## config.mk

```make
export PLATFORM = sky130hd
export DESIGN_NAME = therm_bin_encoder
export DESIGN_NICKNAME = d
export VERILOG_FILES = /design/src/rtl/therm_pkg.sv /design/src/rtl/therm_edge_detect.sv /design/src/rtl/onehot_fat_tree_enc.sv /design/src/rtl/onehot_multi_detect.sv /design/src/rtl/therm_bin_encoder.sv
export SDC_FILE = /design/constraint.sdc
export NUM_CORES = 1
export LEC_CHECK = 0
export BUFFER_PORTS_ARGS = -buffer_cell sky130_fd_sc_hd__buf_2
export CAP_MARGIN = 20
export CELL_PAD_IN_SITES_DETAIL_PLACEMENT = 0
export CELL_PAD_IN_SITES_GLOBAL_PLACEMENT = 1
export CORE_MARGIN = 2
export CORE_UTILIZATION = 37
export DETAILED_ROUTE_END_ITERATION = 7
export PLACE_DENSITY = 0.77
export SETUP_SLACK_MARGIN = 0.5
export SLEW_MARGIN = 20
export SYNTH_ARGS = -nofsm -noshare
export SYNTH_HDL_FRONTEND = slang
export SYNTH_HIERARCHICAL = 1
export SYNTH_SLANG_ARGS = --single-unit
```

## constraint.sdc

```tcl
create_clock -name clk -period 1.95 [get_ports clk]
set_clock_uncertainty 0.2 [all_clocks]
set_input_delay 0.195 -clock clk [delete_from_list [all_inputs] [get_ports clk]]
set_output_delay 0.195 -clock clk [all_outputs]
set_load 0.03 [all_outputs]
```

## src/rtl/therm_pkg.sv

```systemverilog
// Package: shared sizing for the thermometer encoder.
// Assumes the code width is small enough that 2**CODE_W lines are practical.
package therm_pkg;
    localparam int CODE_W_DEF = 6;

    // Number of edge lines for a given code width.
    function automatic int lines_of(input int code_w);
        return 1 << code_w;
    endfunction
endpackage

```

## src/rtl/therm_edge_detect.sv

```systemverilog
// Edge detector: turns a thermometer word into edge lines using a three-input
// rule (two ones below, a zero at the position). Bits below index 0 read as 1,
// the bit above the top reads as 0. A stray single 1 above the edge is dropped.
// Assumes THERM_W = LINES - 1.
module therm_edge_detect #(
    parameter int LINES = 64
) (
    input  logic [LINES-2:0] therm,
    output logic [LINES-1:0] hot
);
    localparam int THERM_W = LINES - 1;
    localparam int EXT_W   = LINES + 2;

    logic [EXT_W-1:0] ext;

    // Pad the word: two implied ones below, one implied zero on top.
    assign ext = {1'b0, therm, 2'b11};

    for (genvar i = 0; i < LINES; i++) begin : g_line
        // Line i: t[i-2] & t[i-1] & ~t[i], padded indices shifted by two.
        assign hot[i] = ext[i] & ext[i+1] & ~ext[i+2];
    end
endmodule

```

## src/rtl/onehot_fat_tree_enc.sv

```systemverilog
// Fat-tree encoder: each code bit is an OR tree over the lines whose index
// has that bit set. With several lines active, the result is the OR of their
// indices. Assumes LINES is a power of two.
module onehot_fat_tree_enc #(
    parameter int CODE_W = 6
) (
    input  logic [(1<<CODE_W)-1:0] hot,
    output logic [CODE_W-1:0]      code
);
    localparam int LINES = 1 << CODE_W;
    localparam int NODES = 2 * LINES - 1;

    for (genvar b = 0; b < CODE_W; b++) begin : g_bit
        logic [NODES-1:0] node;
        for (genvar i = 0; i < LINES; i++) begin : g_leaf
            if (((i >> b) & 1) == 1) begin : g_on
                assign node[LINES-1+i] = hot[i];
            end else begin : g_off
                assign node[LINES-1+i] = 1'b0;
            end
        end
        for (genvar k = 0; k < LINES - 1; k++) begin : g_or
            // Two-input OR node of the tree.
            assign node[k] = node[2*k+1] | node[2*k+2];
        end
        assign code[b] = node[0];
    end
endmodule

```

## src/rtl/onehot_multi_detect.sv

```systemverilog
// Multi-hot detector: a binary tree that tracks, per subtree, whether any line
// is set and whether two or more are set. Assumes LINES is a power of two.
module onehot_multi_detect #(
    parameter int LINES = 64
) (
    input  logic [LINES-1:0] hot,
    output logic             multi
);
    localparam int NODES = 2 * LINES - 1;

    logic [NODES-1:0] any_n;
    logic [NODES-1:0] mul_n;

    for (genvar i = 0; i < LINES; i++) begin : g_leaf
        assign any_n[LINES-1+i] = hot[i];
        assign mul_n[LINES-1+i] = 1'b0;
    end
    for (genvar k = 0; k < LINES - 1; k++) begin : g_node
        // Merge two subtrees: multiple if either is, or both have one.
        assign any_n[k] = any_n[2*k+1] | any_n[2*k+2];
        assign mul_n[k] = mul_n[2*k+1] | mul_n[2*k+2] | (any_n[2*k+1] & any_n[2*k+2]);
    end
    assign multi = mul_n[0];
endmodule

```

## src/rtl/therm_bin_encoder.sv

```systemverilog
// Top: registers the comparator word, finds edge lines, encodes them through
// a fat OR tree and registers code, valid and error flags. Two-edge latency,
// one code per clock. Assumes a synchronous, active-low reset.
module therm_bin_encoder #(
    parameter int CODE_W = therm_pkg::CODE_W_DEF
) (
    input  logic                         clk,
    input  logic                         rst_n,
    input  logic [(1<<CODE_W)-2:0]       therm_in,
    output logic [CODE_W-1:0]            code_out,
    output logic                         vld_out,
    output logic                         err_out
);
    localparam int LINES   = therm_pkg::lines_of(CODE_W);
    localparam int THERM_W = LINES - 1;

    logic [THERM_W-1:0] therm_q;
    logic               vld_q;
    logic [LINES-1:0]   hot;
    logic [CODE_W-1:0]  code_nxt;
    logic               multi;

    // Stage 1: capture the comparator word and start the valid chain.
    always_ff @(posedge clk) begin
        if (!rst_n) begin
            therm_q <= '0;
            vld_q   <= 1'b0;
        end else begin
            therm_q <= therm_in;
            vld_q   <= 1'b1;
        end
    end

    therm_edge_detect #(.LINES(LINES)) u_edge (
        .therm (therm_q),
        .hot   (hot)
    );

    onehot_fat_tree_enc #(.CODE_W(CODE_W)) u_enc (
        .hot  (hot),
        .code (code_nxt)
    );

    onehot_multi_detect #(.LINES(LINES)) u_multi (
        .hot   (hot),
        .multi (multi)
    );

    // Stage 2: register code, error and valid outputs.
    always_ff @(posedge clk) begin
        if (!rst_n) begin
            code_out <= '0;
            err_out  <= 1'b0;
            vld_out  <= 1'b0;
        end else begin
            code_out <= code_nxt;
            err_out  <= multi;
            vld_out  <= vld_q;
        end
    end

    AST_ALL_ZERO: assert property (@(posedge clk) disable iff (!rst_n)
        (therm_q == '0) |=> (code_out == '0 && !err_out));
    AST_ALL_ONE: assert property (@(posedge clk) disable iff (!rst_n)
        (&therm_q) |=> (code_out == '1 && !err_out));
    AST_CLEAN_CODE: assert property (@(posedge clk) disable iff (!rst_n)
        ((therm_q & (therm_q + 1'b1)) == '0) |=> (code_out == CODE_W'($countones($past(therm_q)))));
    AST_MULTI_FLAG: assert property (@(posedge clk) disable iff (!rst_n)
        ($countones(hot) > 1) |=> err_out);
    AST_SINGLE_CLEAR: assert property (@(posedge clk) disable iff (!rst_n)
        $onehot(hot) |=> !err_out);
    AST_VLD_HOLD: assert property (@(posedge clk) disable iff (!rst_n)
        vld_out |=> vld_out);
endmodule

```

Yosys cells after proc, flatten, opt, wreduce, memory -nomap -nowiden
Index checks and enable logic that the tools add are counted.
{"block": "classes", "mux": 1, "bitwise": 431}
{"op": "$and 1x1->1", "n": 187}
{"op": "$or 1x1->1", "n": 181}
{"op": "$not 1->1", "n": 63}
{"op": "$mux 1", "n": 1}
{"block": "word_totals", "reg_bits": 72, "inputBits": 65, "word_cells": 437}

Longest topological paths before layout
Gate-level depths: netlist of the first run.
{"block": "logic_depth", "word_depth": 13, "mapped_depth": 7, "ltp_nobuf": 7}

By module
Netlist of the first run, hierarchy kept.
{"module": "therm_bin_encoder", "n_inst": 1, "cells_per_inst": 150, "area_per_inst_um2": 2009.4}
{"module": "onehot_multi_detect", "n_inst": 1, "cells_per_inst": 81, "area_per_inst_um2": 551.8}
{"module": "therm_edge_detect", "n_inst": 1, "cells_per_inst": 64, "area_per_inst_um2": 550.5}
{"module": "onehot_fat_tree_enc", "n_inst": 1, "cells_per_inst": 44, "area_per_inst_um2": 301.5}

Worst setup path after synthesis of the first run
No wires, ideal clock.
{"block": "synth_timing", "path_kind": "reg-to-reg", "startpoint": "register therm_q[55]", "endpoint": "register err_out", "setup_time_ns": 0.116, "arrival_time_ns": 1.772, "path_slack_ns": -0.138, "path_stages_with_launch": 8, "path_buffers": 0, "period_less_slack_ns": 2.088, "path_cell_list": "dfxtp_1 and3b_1 o31ai_1 nand3_1 or4_1 a221oi_2 o211ai_1 and2_2"}
{"block": "synth_between", "elab_chain_cells": 13}
{"element": "start, declared", "line_no": "therm_bin_encoder.sv:17", "text": "logic [THERM_W-1:0] therm_q;"}
{"element": "start signal, assigned", "line_no": "therm_bin_encoder.sv:29", "text": "therm_q <= therm_in;"}
{"element": "$not 1->1 *", "line_no": "therm_edge_detect.sv:21", "text": "assign hot[i] = ext[i] & ext[i+1] & ~ext[i+2];"}
{"element": "$and 1x1->1 *", "line_no": "therm_edge_detect.sv:21"}
{"element": "net hot[55]", "line_no": "therm_bin_encoder.sv:19", "text": "logic [LINES-1:0] hot;"}
{"element": "$and 1x1->1 or $or 1x1->1 (tied branches)", "line_no": "onehot_multi_detect.sv:21, onehot_multi_detect.sv:20"}
{"element": "$or 1x1->1 or $and 1x1->1 (tied branches)", "line_no": "onehot_multi_detect.sv:21", "text": "assign mul_n[k] = mul_n[2*k+1] | mul_n[2*k+2] | (any_n[2*k+1] & any_n[2*k+2]);"}
{"element": "$or 1x1->1 (8 in series)", "line_no": "onehot_multi_detect.sv:21"}
{"element": "$or 1x1->1 *", "line_no": "onehot_multi_detect.sv:21"}
{"element": "net multi", "line_no": "therm_bin_encoder.sv:21", "text": "logic multi;"}
{"element": "end signal, assigned", "line_no": "therm_bin_encoder.sv:57", "text": "err_out <= multi;"}
{"element": "end, declared", "line_no": "therm_bin_encoder.sv:12", "text": "output logic err_out"}
Mark *: on every way through the listed nets, which the timed path passes. The rest lies on a longest branch.
A chain may end at the register's enable or synchronous reset.

Final worst setup path of the first run
{"block": "layout_timing", "startpoint": "register therm_q[16]", "endpoint": "register err_out"}
Same word-level chain as after synthesis.

==> flow_summary_export.csv, run 1 <==
group,metric,value,unit
timing,fin_crit_sh,118,%
die,num_rows,35,
power,power.leakage,2.73,nW
synth,yosys.area_share.adder,0,%
timing,fin_tns_setup,-0.638,ns
power,power_density,637,mW/mm^2
clock_tree,cts_buffer_depth,2,
worst_setup_path,reg2regPathDepth,8,
route,vias,3551,
power,switchingPower,0.000938,W
timing,slew_violations,0,
synth,synth_area_leaders,"dfxtp_1, and3b_1, and2_2",
placed_design,io_buffers,72,
placed_design,hpwl,8.88,mm
route,drt-initial-drc-count,103,
synth,ys_warn_count,6,
worst_setup_path,r2r-start,"therm_q[16]",
clock_tree,htreeDepth,3,
synth,synthCells,339,
die,die_w,100,um
cells_and_area,antenna_cells,0,
worst_setup_path,r2r_slack,-0.35,ns
placed_design,gp_congestion,0.932,
die,die_h,100,um
clock_tree,clkSinkCount,72,
timing,worstMarginPinSlew,0.400,ns
worst_setup_path,cp_max_fo,4,
route,wl,11.6,mm
power,p_int,0.00276,W
route,viasPerCell,5.20,
worst_setup_path,cp-startpoint,"therm_q[16]",
grt,grt_max_degree,39,
synth,synth_top_family_by_area,"simple AND/OR/NAND/NOR gates",
hold_path,hp-class,"in2reg",
worst_setup_path,critPathKind,"reg2reg",
worst_setup_path,arrival,2.34,ns
route,firstDrtPassIters,4,
clock_tree,clkLatencyLatePin,0.34,ns
synth,synth_area_leader_cell,"dfxtp_1",
cells_and_area,stdcell_count,683,
power,clockPowerShare,36.5,%
timing,setup_slack,-0.355,ns
clock_tree,clk_pin_slew_worst_paths,0.08,ns
synth,synthMuxAreaShare,0,%
grt,grt_pass1_vias,3630,
placed_design,pre_cts_ws,-0.410,ns
grt,grt_antenna_before_repair,0,
clock_tree,clockRootBuffer,"clkbuf_8",
grt,grt_overflow_total,0,
timing,period_needed,2.30,ns
power,power.total,0.00370,W
worst_setup_path,endpoint,"err_out",
die,ios,73,
power,irDropWorstVdd,0.000454,V
clock_tree,numCtsBuffers,9,
worst_setup_path,start_kind,"flop",
grt,grt_pass1_wl,18.4,mm
cells_and_area,syn2layout_area_growth,70.3,%
synth,ys_seq_area_share,42.2,%
clock_tree,cts_tree,"done",
power,p_seq_share,43.4,%
synth,avgSynthCellArea,10.1,um^2
synth,synth-seq-cells,72,
synth,syn_area,0.00341,mm^2
worst_setup_path,r2r-end,"err_out",
die,start_util,37.5,%
run,cap_violations,0,
synth,synth_compound_area_share,8.80,%
cells_and_area,fin_nets,632,
timing,max_freq,434,MHz
timing,setup_viol,3,
cells_and_area,drive_gt1_share,58.7,%
route,drc,0,
outcome,outcome,"finished, violations left",
power,comb_power_share,20.1,%
synth,synth_cell_types,27,
synth,synth_top_area_share,42.2,%
die,die_area,0.0100,mm^2
placed_design,dp.cells,598,
synth,synth_xor_area_share,0,%
timing,rsz0062_at_grt,"yes",
worst_setup_path,crit_path_end_kind,"flop",
die,core_area,0.00911,mm^2
power,netSwitchingFraction,25.4,%
synth,synth_nets,404,
timing,slew_headroom,73.1,%
route,ant_nets,0,
route,wl_per_cell,17.0,um
worst_setup_path,crit_required,1.99,ns
grt,grt_use_total,24.1,%
outcome,violations,"negative setup slack",
synth,synth-simple-area-share,47.8,%
cells_and_area,nFillCells,753,
timing,hold_viol,0,
state kept, by name, summed over array words and instances (netlist names):
name      cells
therm_q      63
code_out      6
err_out       1
vld_out       1
vld_q         1
cell usage after synthesis, drive strengths merged:
cell type	instances
a211oi	2
clkbuf	7
o31ai	1
a221oi	1
and3b	61
and2	73
dfxtp	72
nand3	3
and4	6
or2	1
o22ai	18
nand4	14
a22oi	17
o21ai	1
nand2	4
inv	1
a21oi	1
nor2	6
o211ai	1
nor4	45
nor2b	1
or4	3
timing repair:
action	CTS	global route
hold buffers	63	0
gates resized for setup	58	32
pin swaps	17	11
endpoints found under the hold margin	63	0
setup endpoints to repair	7	7
setup buffers	4	2
final cells by class:
class                           instances  area (um^2)  area share (%)
Clock buffer                           10          138            2.37
Inverter                                1         3.75          0.0646
Tap cell                              111          139            2.39
Sequential cell                        72         1470            25.3
Multi-Input combinational cell        259         2260            39.0
Timing Repair Buffer                  224         1710            29.4
Clock inverter                          6         90.1            1.55
cells by family (layout without fill, tap and decap cells):
| logic type | Yosys count | in the layout |
|---|---|---|
| flops | 72 | 72 |
| buf+inv | 8 | 241 |
| simple gates | 217 | 217 |
| compound gates | 42 | 42 |
metal layers:
metal / part of all wire (%) / wire [um] / global-route usage, %
met1: 45 / 5230 / 30.2
met2: 50 / 5790 / 42.1
met3: 3.5 / 401 / 4.18
met4: 1.7 / 197 / 7.90
met5: 0 / 0 / 0
power groups by stage:
| stage | registers (W) | logic [W] | clock network (W) |
|---|---|---|---|
| after global placement | 0.00164 | 0.000566 | 0 |
| after floorplan | 0.00166 | 0.000288 | 0 |
| after detailed placement | 0.00164 | 0.000567 | 0 |
| after global routing | 0.00162 | 0.000800 | 0.00146 |
| after CTS | 0.00161 | 0.000711 | 0.00138 |
| final | 0.00161 | 0.000742 | 0.00135 |
through the flow:
step	area (um^2)	hold slack, ns	utilization [%]
global route	5810	0.0549	63.8
floorplan	3490	0.0227	-
CTS	5690	0.0373	62.5
global placement	4580	0.214	50.3
finish	5810	0.0541	63.8
detailed placement	4580	0.217	50.3
critical path, cell delays in order, from the launching register on:
cell and delay, ns:
dfxtp_1 0.35, and3b_1 0.27, nor4_2 0.34, buf_4 0.18, nand4_1 0.21, o22ai_1 0.22, and4_1 0.21, o211ai_1 0.09
and2_4 0.14
how the worst min path moves through the flow:
stage,from,to,slack (ns),depth (start not counted)
2_1_floorplan,rst_n,vld_q,0.02,0
3_3_place_gp,therm_in[57],therm_q[57],0.21,2
3_5_place_dp,therm_in[36],therm_q[36],0.22,2
4_1_cts,rst_n,vld_q,0.04,2
5_1_grt,rst_n,vld_q,0.05,2
6_report,rst_n,vld_q,0.05,2
layout by cell type (no fill, tap or decap), types with 2 or more instances in the layout:
| cell | count |
|---|---|
| inv_6 | 2 |
| and2_2 | 64 |
| bufinv_16 | 2 |
| buf_2 | 72 |
| a211oi_1 | 2 |
| nand4_1 | 14 |
| nand2_1 | 3 |
| a22oi_2 | 6 |
| nor4_4 | 13 |
| clkbuf_8 | 10 |
| and3b_2 | 26 |
| buf_4 | 76 |
| nor2_1 | 6 |
| and4_1 | 5 |
| and3b_1 | 35 |
| nor4_2 | 13 |
| or4_4 | 3 |
| dlygate4sd3_1 | 63 |
| dfxtp_1 | 50 |
| buf_6 | 13 |
| nand3_1 | 3 |
| o22ai_1 | 18 |
| dfxtp_2 | 22 |
| and2_4 | 8 |
| nor4_1 | 19 |
| a22oi_1 | 11 |
No activity file was read; power rests on OpenSTA's default activity.
==> run 2: changes to the inputs <==
CORE_ASPECT_RATIO = 0.9   (was default)
==> run 2 against run 1 <==
Net effect:
- the flow still finishes with violations (negative setup slack)
- worst hold slack improved by 0.13 ns
- final cell count increased by 1.5%
- critical path depth unchanged
- design area increased by 1.4%
- sequential power about the same
- worst setup slack improved by 0.052 ns
- combinational power increased by 1%
- non-clock buffer count unchanged
- routed wire length increased by 3.0%
- largest cell class unchanged
==> flow_summary_export.csv, run 2 (same netlist as run 1, synthesis figures left out) <==
group,metric,value,unit
hold_path,min_from,"rst_n",
run,cap_violations,0,
clock_tree,numCtsBuffers,9,
cells_and_area,reg_top3,"therm_q: 63 flops, code_out: 6 flops",
route,drt-initial-drc-count,176,
cells_and_area,largest_reg_flops,63,
timing,period_needed,2.25,ns
cells_and_area,final_core_util,65.2,%
cells_and_area,fin_nets,632,
die,ios,73,
timing,timing.hold.ws,0.186,ns
die,core_area,0.00904,mm^2
placed_design,io_buffers,72,
timing,worstMarginPinSlew,0.464,ns
cells_and_area,layout_commonest_cell,"buf_4",
die,start_util,37.7,%
grt,grt_pass1_wl,18.5,mm
timing,setup_slack,-0.302,ns
grt,grtUsageMet3,4.37,%
clock_tree,htreeDepth,3,
timing,max_freq,444,MHz
cells_and_area,layout_common_cells,"buf_4, buf_2, and2_2, dlygate4sd3_1, dfxtp_1",
outcome,outcome,"finished, violations left",
grt,grt_max_degree,38,
worst_setup_path,cp_max_fo,3,
route,wl_per_cell,17.3,um
cells_and_area,syn2layout_area_growth,72.7,%
clock_tree,clk_pin_slew_worst_paths,0.08,ns
placed_design,pre_cts_ws,-0.389,ns
timing,hold_viol,0,
power,power.leakage,2.74,nW
grt,grt_use_met1,30.8,%
route,drc,0,
clock_tree,clkLatencyLatePin,0.34,ns
outcome,violations,"negative setup slack",
placed_design,gp_congestion,0.876,
power,power_density,626,mW/mm^2
power,irDropWorstVdd,0.000525,V
clock_tree,cts_tree,"done",
worst_setup_path,r2r-start,"therm_q[59]",
timing,rsz0062_at_grt,"yes",
route,ant_nets,0,
die,die_area,0.0100,mm^2
cells_and_area,antenna_cells,0,
worst_setup_path,start_kind,"flop",
die,die_h,95.1,um
worst_setup_path,reg2regPathDepth,8,
worst_setup_path,crit_required,1.99,ns
die,die_w,105,um
worst_setup_path,critPathKind,"reg2reg",
worst_setup_path,crit_path_end_kind,"flop",
clock_tree,clkSinkCount,72,
clock_tree,clockRootBuffer,"clkbuf_8",
grt,grt_use_total,24.3,%
placed_design,hpwl,8.88,mm
hold_path,hold_end,"therm_q[41]",
worst_setup_path,arrival,2.29,ns
worst_setup_path,r2r_slack,-0.30,ns
timing,slew_headroom,69.0,%
cells_and_area,drive_gt1_share,60.9,%
grt,grt_overflow_total,0,
timing,setup_viol,3,
route,viasPerCell,5.08,
route,firstDrtPassIters,5,
grt,grt_antenna_before_repair,0,
worst_setup_path,r2r-end,"err_out",
timing,slew_violations,0,
grt,met2_usage,41.3,%
clock_tree,cts_buffer_depth,2,
hold_path,hp-class,"in2reg",
grt,grt_pass1_vias,3520,
route,wl,12.0,mm
hold_path,min_path_cells,2,
die,num_rows,33,
grt,grt_busiest_layer,"met2",
timing,fin_crit_sh,116,%
cells_and_area,top_register,"therm_q",
route,vias,3521,
run 2: report_power, final:
| group | internal (W) | switching, W | total (W) |
|---|---|---|---|
| sequential | 0.00156 | 0.0000441 | 0.00161 |
| combinational | 0.000441 | 0.000311 | 0.000753 |
| clock | 0.000783 | 0.000546 | 0.00133 |
run 2: per-layer routing:
metal	wire length, um	part of all wire [%]
met1	5430	45
met2	5730	48
met3	459	3.8
met4	342	2.9
met5	0	0
run 2: worst max-delay path: stages, from the launching register on:
cell	delay, ns
dfxtp_1	0.33
and3b_1	0.21
buf_6	0.13
a22oi_2	0.14
nand4_1	0.13
or4_4	0.56
a221oi_2	0.19
o211ai_1	0.12
and2_4	0.15
run 2: metrics by stage:
stage / area [um^2] / std cells / TNS, ns / total power (W)
floorplan: 3490 / 339 / -0.103 / 0.00195
global placement: 4610 / 609 / -0.771 / 0.00221
detailed placement: 4610 / 609 / -0.901 / 0.00221
CTS: 5730 / 690 / -0.422 / 0.00369
global route: 5890 / 693 / -0.786 / 0.00386
finish: 5890 / 693 / -0.447 / 0.00369
run 2: worst max-delay path by stage:
stage           startpoint       to  slack [ns]  depth (start not counted)
3_3_place_gp   therm_q[22]  err_out       -0.37                          7
5_1_grt         therm_q[4]  err_out       -0.42                          8
3_5_place_dp   therm_q[23]  err_out       -0.39                          7
2_1_floorplan   therm_q[7]  err_out       -0.10                          7
4_1_cts        therm_q[22]  err_out       -0.27                          7
6_report       therm_q[59]  err_out       -0.30                          8
run 2: cell type report:
class	instances	area [um^2]
fillers	735	3150
multi-input cells	259	2320
repair buffers	224	1720
flip-flops and latches	72	1470
clock buffers	12	155
well taps	122	153
clock inverters	3	65.1
inverters	1	3.75
run 2: timing repair:
action,4_1_cts,5_1_grt
pin swaps,28,20
hold buffers,63,0
gates resized for setup,65,40
endpoints found under the hold margin,63,0
setup endpoints to repair,7,7
setup buffers,3,3
==> run 3: changes to the inputs <==
CORE_UTILIZATION = 42   (was 37)
PLACE_DENSITY = 0.82   (was 0.77)
clock period = 2.3 ns   (was 1.95 ns; I/O delays follow)
==> run 3 against run 2 <==
Net effect:
- the run now ends clean
- combinational power is 21% lower
- global-route usage is 1.4 points higher
- non-clock buffer count is 28 lower
- largest cell class unchanged
==> flow_summary_export.csv, run 3 (same netlist as run 1, synthesis figures left out) <==
group,metric,value,unit
timing,worstMarginPinSlew,0.514,ns
die,die_area,0.00887,mm^2
worst_setup_path,crit_path_max_incr_delay,0.54,ns
worst_setup_path,critPathKind,"reg2reg",
worst_setup_path,r2r-end,"err_out",
die,ios,73,
worst_setup_path,path_delay_family,"simple AND/OR/NAND/NOR gates",
route,firstDrtPassIters,5,
cells_and_area,layout_commonest_cell,"buf_2",
worst_setup_path,reg2regPathDepth,7,
worst_setup_path,arrival,2.31,ns
route,wl_per_cell,17.3,um
worst_setup_path,endpoint,"err_out",
worst_setup_path,crit_chain,"and3b_2, a22oi_2, nand4_1, or4_4, a221oi_2, o211ai_1, and2_4",
placed_design,dp.cells,555,
clock_tree,clkSinkCount,72,
clock_tree,cts_buffer_depth,2,
route,ant_nets,0,
cells_and_area,area.sequential,0.00146,mm^2
cells_and_area,multi_input_area,0.00219,mm^2
power,power_density,540,mW/mm^2
cells_and_area,stdcell_count,643,
timing,setup_viol,0,
run,cap_violations,0,
cells_and_area,drive_gt1_share,53.7,%
placed_design,gp_congestion,0.936,
worst_setup_path,r2r-start,"therm_q[22]",
clock_tree,cts_tree,"done",
die,core_area,0.00795,mm^2
clock_tree,clk_pin_slew_worst_paths,0.08,ns
worst_setup_path,r2r_slack,0.05,ns
worst_setup_path,start_kind,"flop",
worst_setup_path,critPathBufInv,0,
timing,slew_headroom,65.7,%
worst_setup_path,worst_path_max_delay_cell,"or4_4",
route,drt-initial-drc-count,184,
clock_tree,clockRootBuffer,"clkbuf_8",
die,die_h,89.5,um
route,drc,0,
grt,grt_overflow_total,0,
cells_and_area,antenna_cells,0,
placed_design,placed_area,0.00427,mm^2
timing,hold_viol,0,
timing,max_freq,445,MHz
cells_and_area,fin_nets,604,
grt,grt_max_degree,73,
die,start_util,42.9,%
cells_and_area,fin_area,0.00543,mm^2
power,power.leakage,2.52,nW
clock_tree,numCtsBuffers,9,
cells_and_area,layout_common_cells,"buf_2, and2_2, dlygate4sd3_1, buf_4, dfxtp_1",
worst_setup_path,cp_max_fo,3,
hold_path,min_from,"rst_n",
timing,fin_crit_sh,97.8,%
cells_and_area,largest_reg_flops,63,
worst_setup_path,cp.depth,7,
power,irDropWorstVdd,0.000328,V
worst_setup_path,crit_required,2.36,ns
cells_and_area,top_register,"therm_q",
cells_and_area,reg_top3,"therm_q: 63 flops, code_out: 6 flops",
route,vias,3468,
cells_and_area,syn2layout_area_growth,59.2,%
worst_setup_path,cp-startpoint,"therm_q[22]",
placed_design,hpwl,7.83,mm
timing,period_needed,2.25,ns
cells_and_area,nFillCells,630,
worst_setup_path,crit_path_end_kind,"flop",
placed_design,io_buffers,72,
clock_tree,clkLatencyLatePin,0.36,ns
hold_path,min_path_cells,2,
grt,grt_antenna_before_repair,0,
route,viasPerCell,5.39,
hold_path,hp-class,"in2reg",
grt,grt_use_total,25.7,%
timing,slew_violations,0,
route,wl,11.1,mm
timing,rsz0062_at_grt,"yes",
outcome,outcome,"completed",
die,die_w,99.0,um
die,num_rows,31,
grt,grt_pass1_wl,17.5,mm
grt,grt_pass1_vias,3450,
clock_tree,htreeDepth,3,
-- run 3: cell types whose count changed in the layout (fill, tap and decap cells not counted), sizes merged --
cell / before / now
buf: 161 / 133
clkbuf: 12 / 10
clkinv: 1 / 3
clkinvlp: 0 / 2
bufinv: 2 / 1
-- run 3: routing by layer --
layer / up-vias / share of wire (%) / global-route usage [%] / routed length (um)
met4: 0 / 2.6 / 11.8 / 293
met2: 113 / 47 / 43.4 / 5230
met1: 1625 / 45 / 31.4 / 4950
met5: - / 0 / 0 / 0
met3: 23 / 5.8 / 6.10 / 642
li1: 1707 / - / - / -
-- run 3: worst min-delay path by stage --
stage                    to
floorplan             vld_q
global placement    vld_out
detailed placement  vld_out
CTS                   vld_q
global route          vld_q
finish                vld_q
-- run 3: final cells by class --
class,instances,area share (%)
inverters,1,0.0691
multi-input cells,259,40.3
repair buffers,196,26.9
flip-flops and latches,72,26.9
clock inverters,6,1.11
well taps,99,2.28
clock buffers,10,2.35
-- run 3: stage by stage --
stage               hold slack, ns  TNS [ns]  util (%)  worst slack (ns)  total power [W]
CTS                          0.180         0      65.7            0.0869          0.00291
global route                 0.229   -0.0926      68.3           -0.0926          0.00307
global placement             0.232   -0.0365      53.7           -0.0365          0.00184
detailed placement           0.233  -0.00183      53.7          -0.00183          0.00184
finish                       0.197         0      68.3            0.0507          0.00293
floorplan                   0.0577         0         -             0.247          0.00164
-- run 3: what timing repair did --
action,4_1_cts,5_1_grt
setup buffers,6,3
pin swaps,14,17
resized for setup,28,43
hold buffers,63,0
hold endpoints to repair,63,0
endpoints found under the setup margin,7,7
-- run 3: power breakdown --
| part | switching, W | leakage (nW) | internal (W) |
|---|---|---|---|
| combinational | 0.000251 | 1.82 | 0.000341 |
| sequential | 0.0000373 | 0.606 | 0.00133 |
| clock | 0.000483 | 0.0920 | 0.000495 |
| total | 0.000772 | 2.52 | 0.00216 |
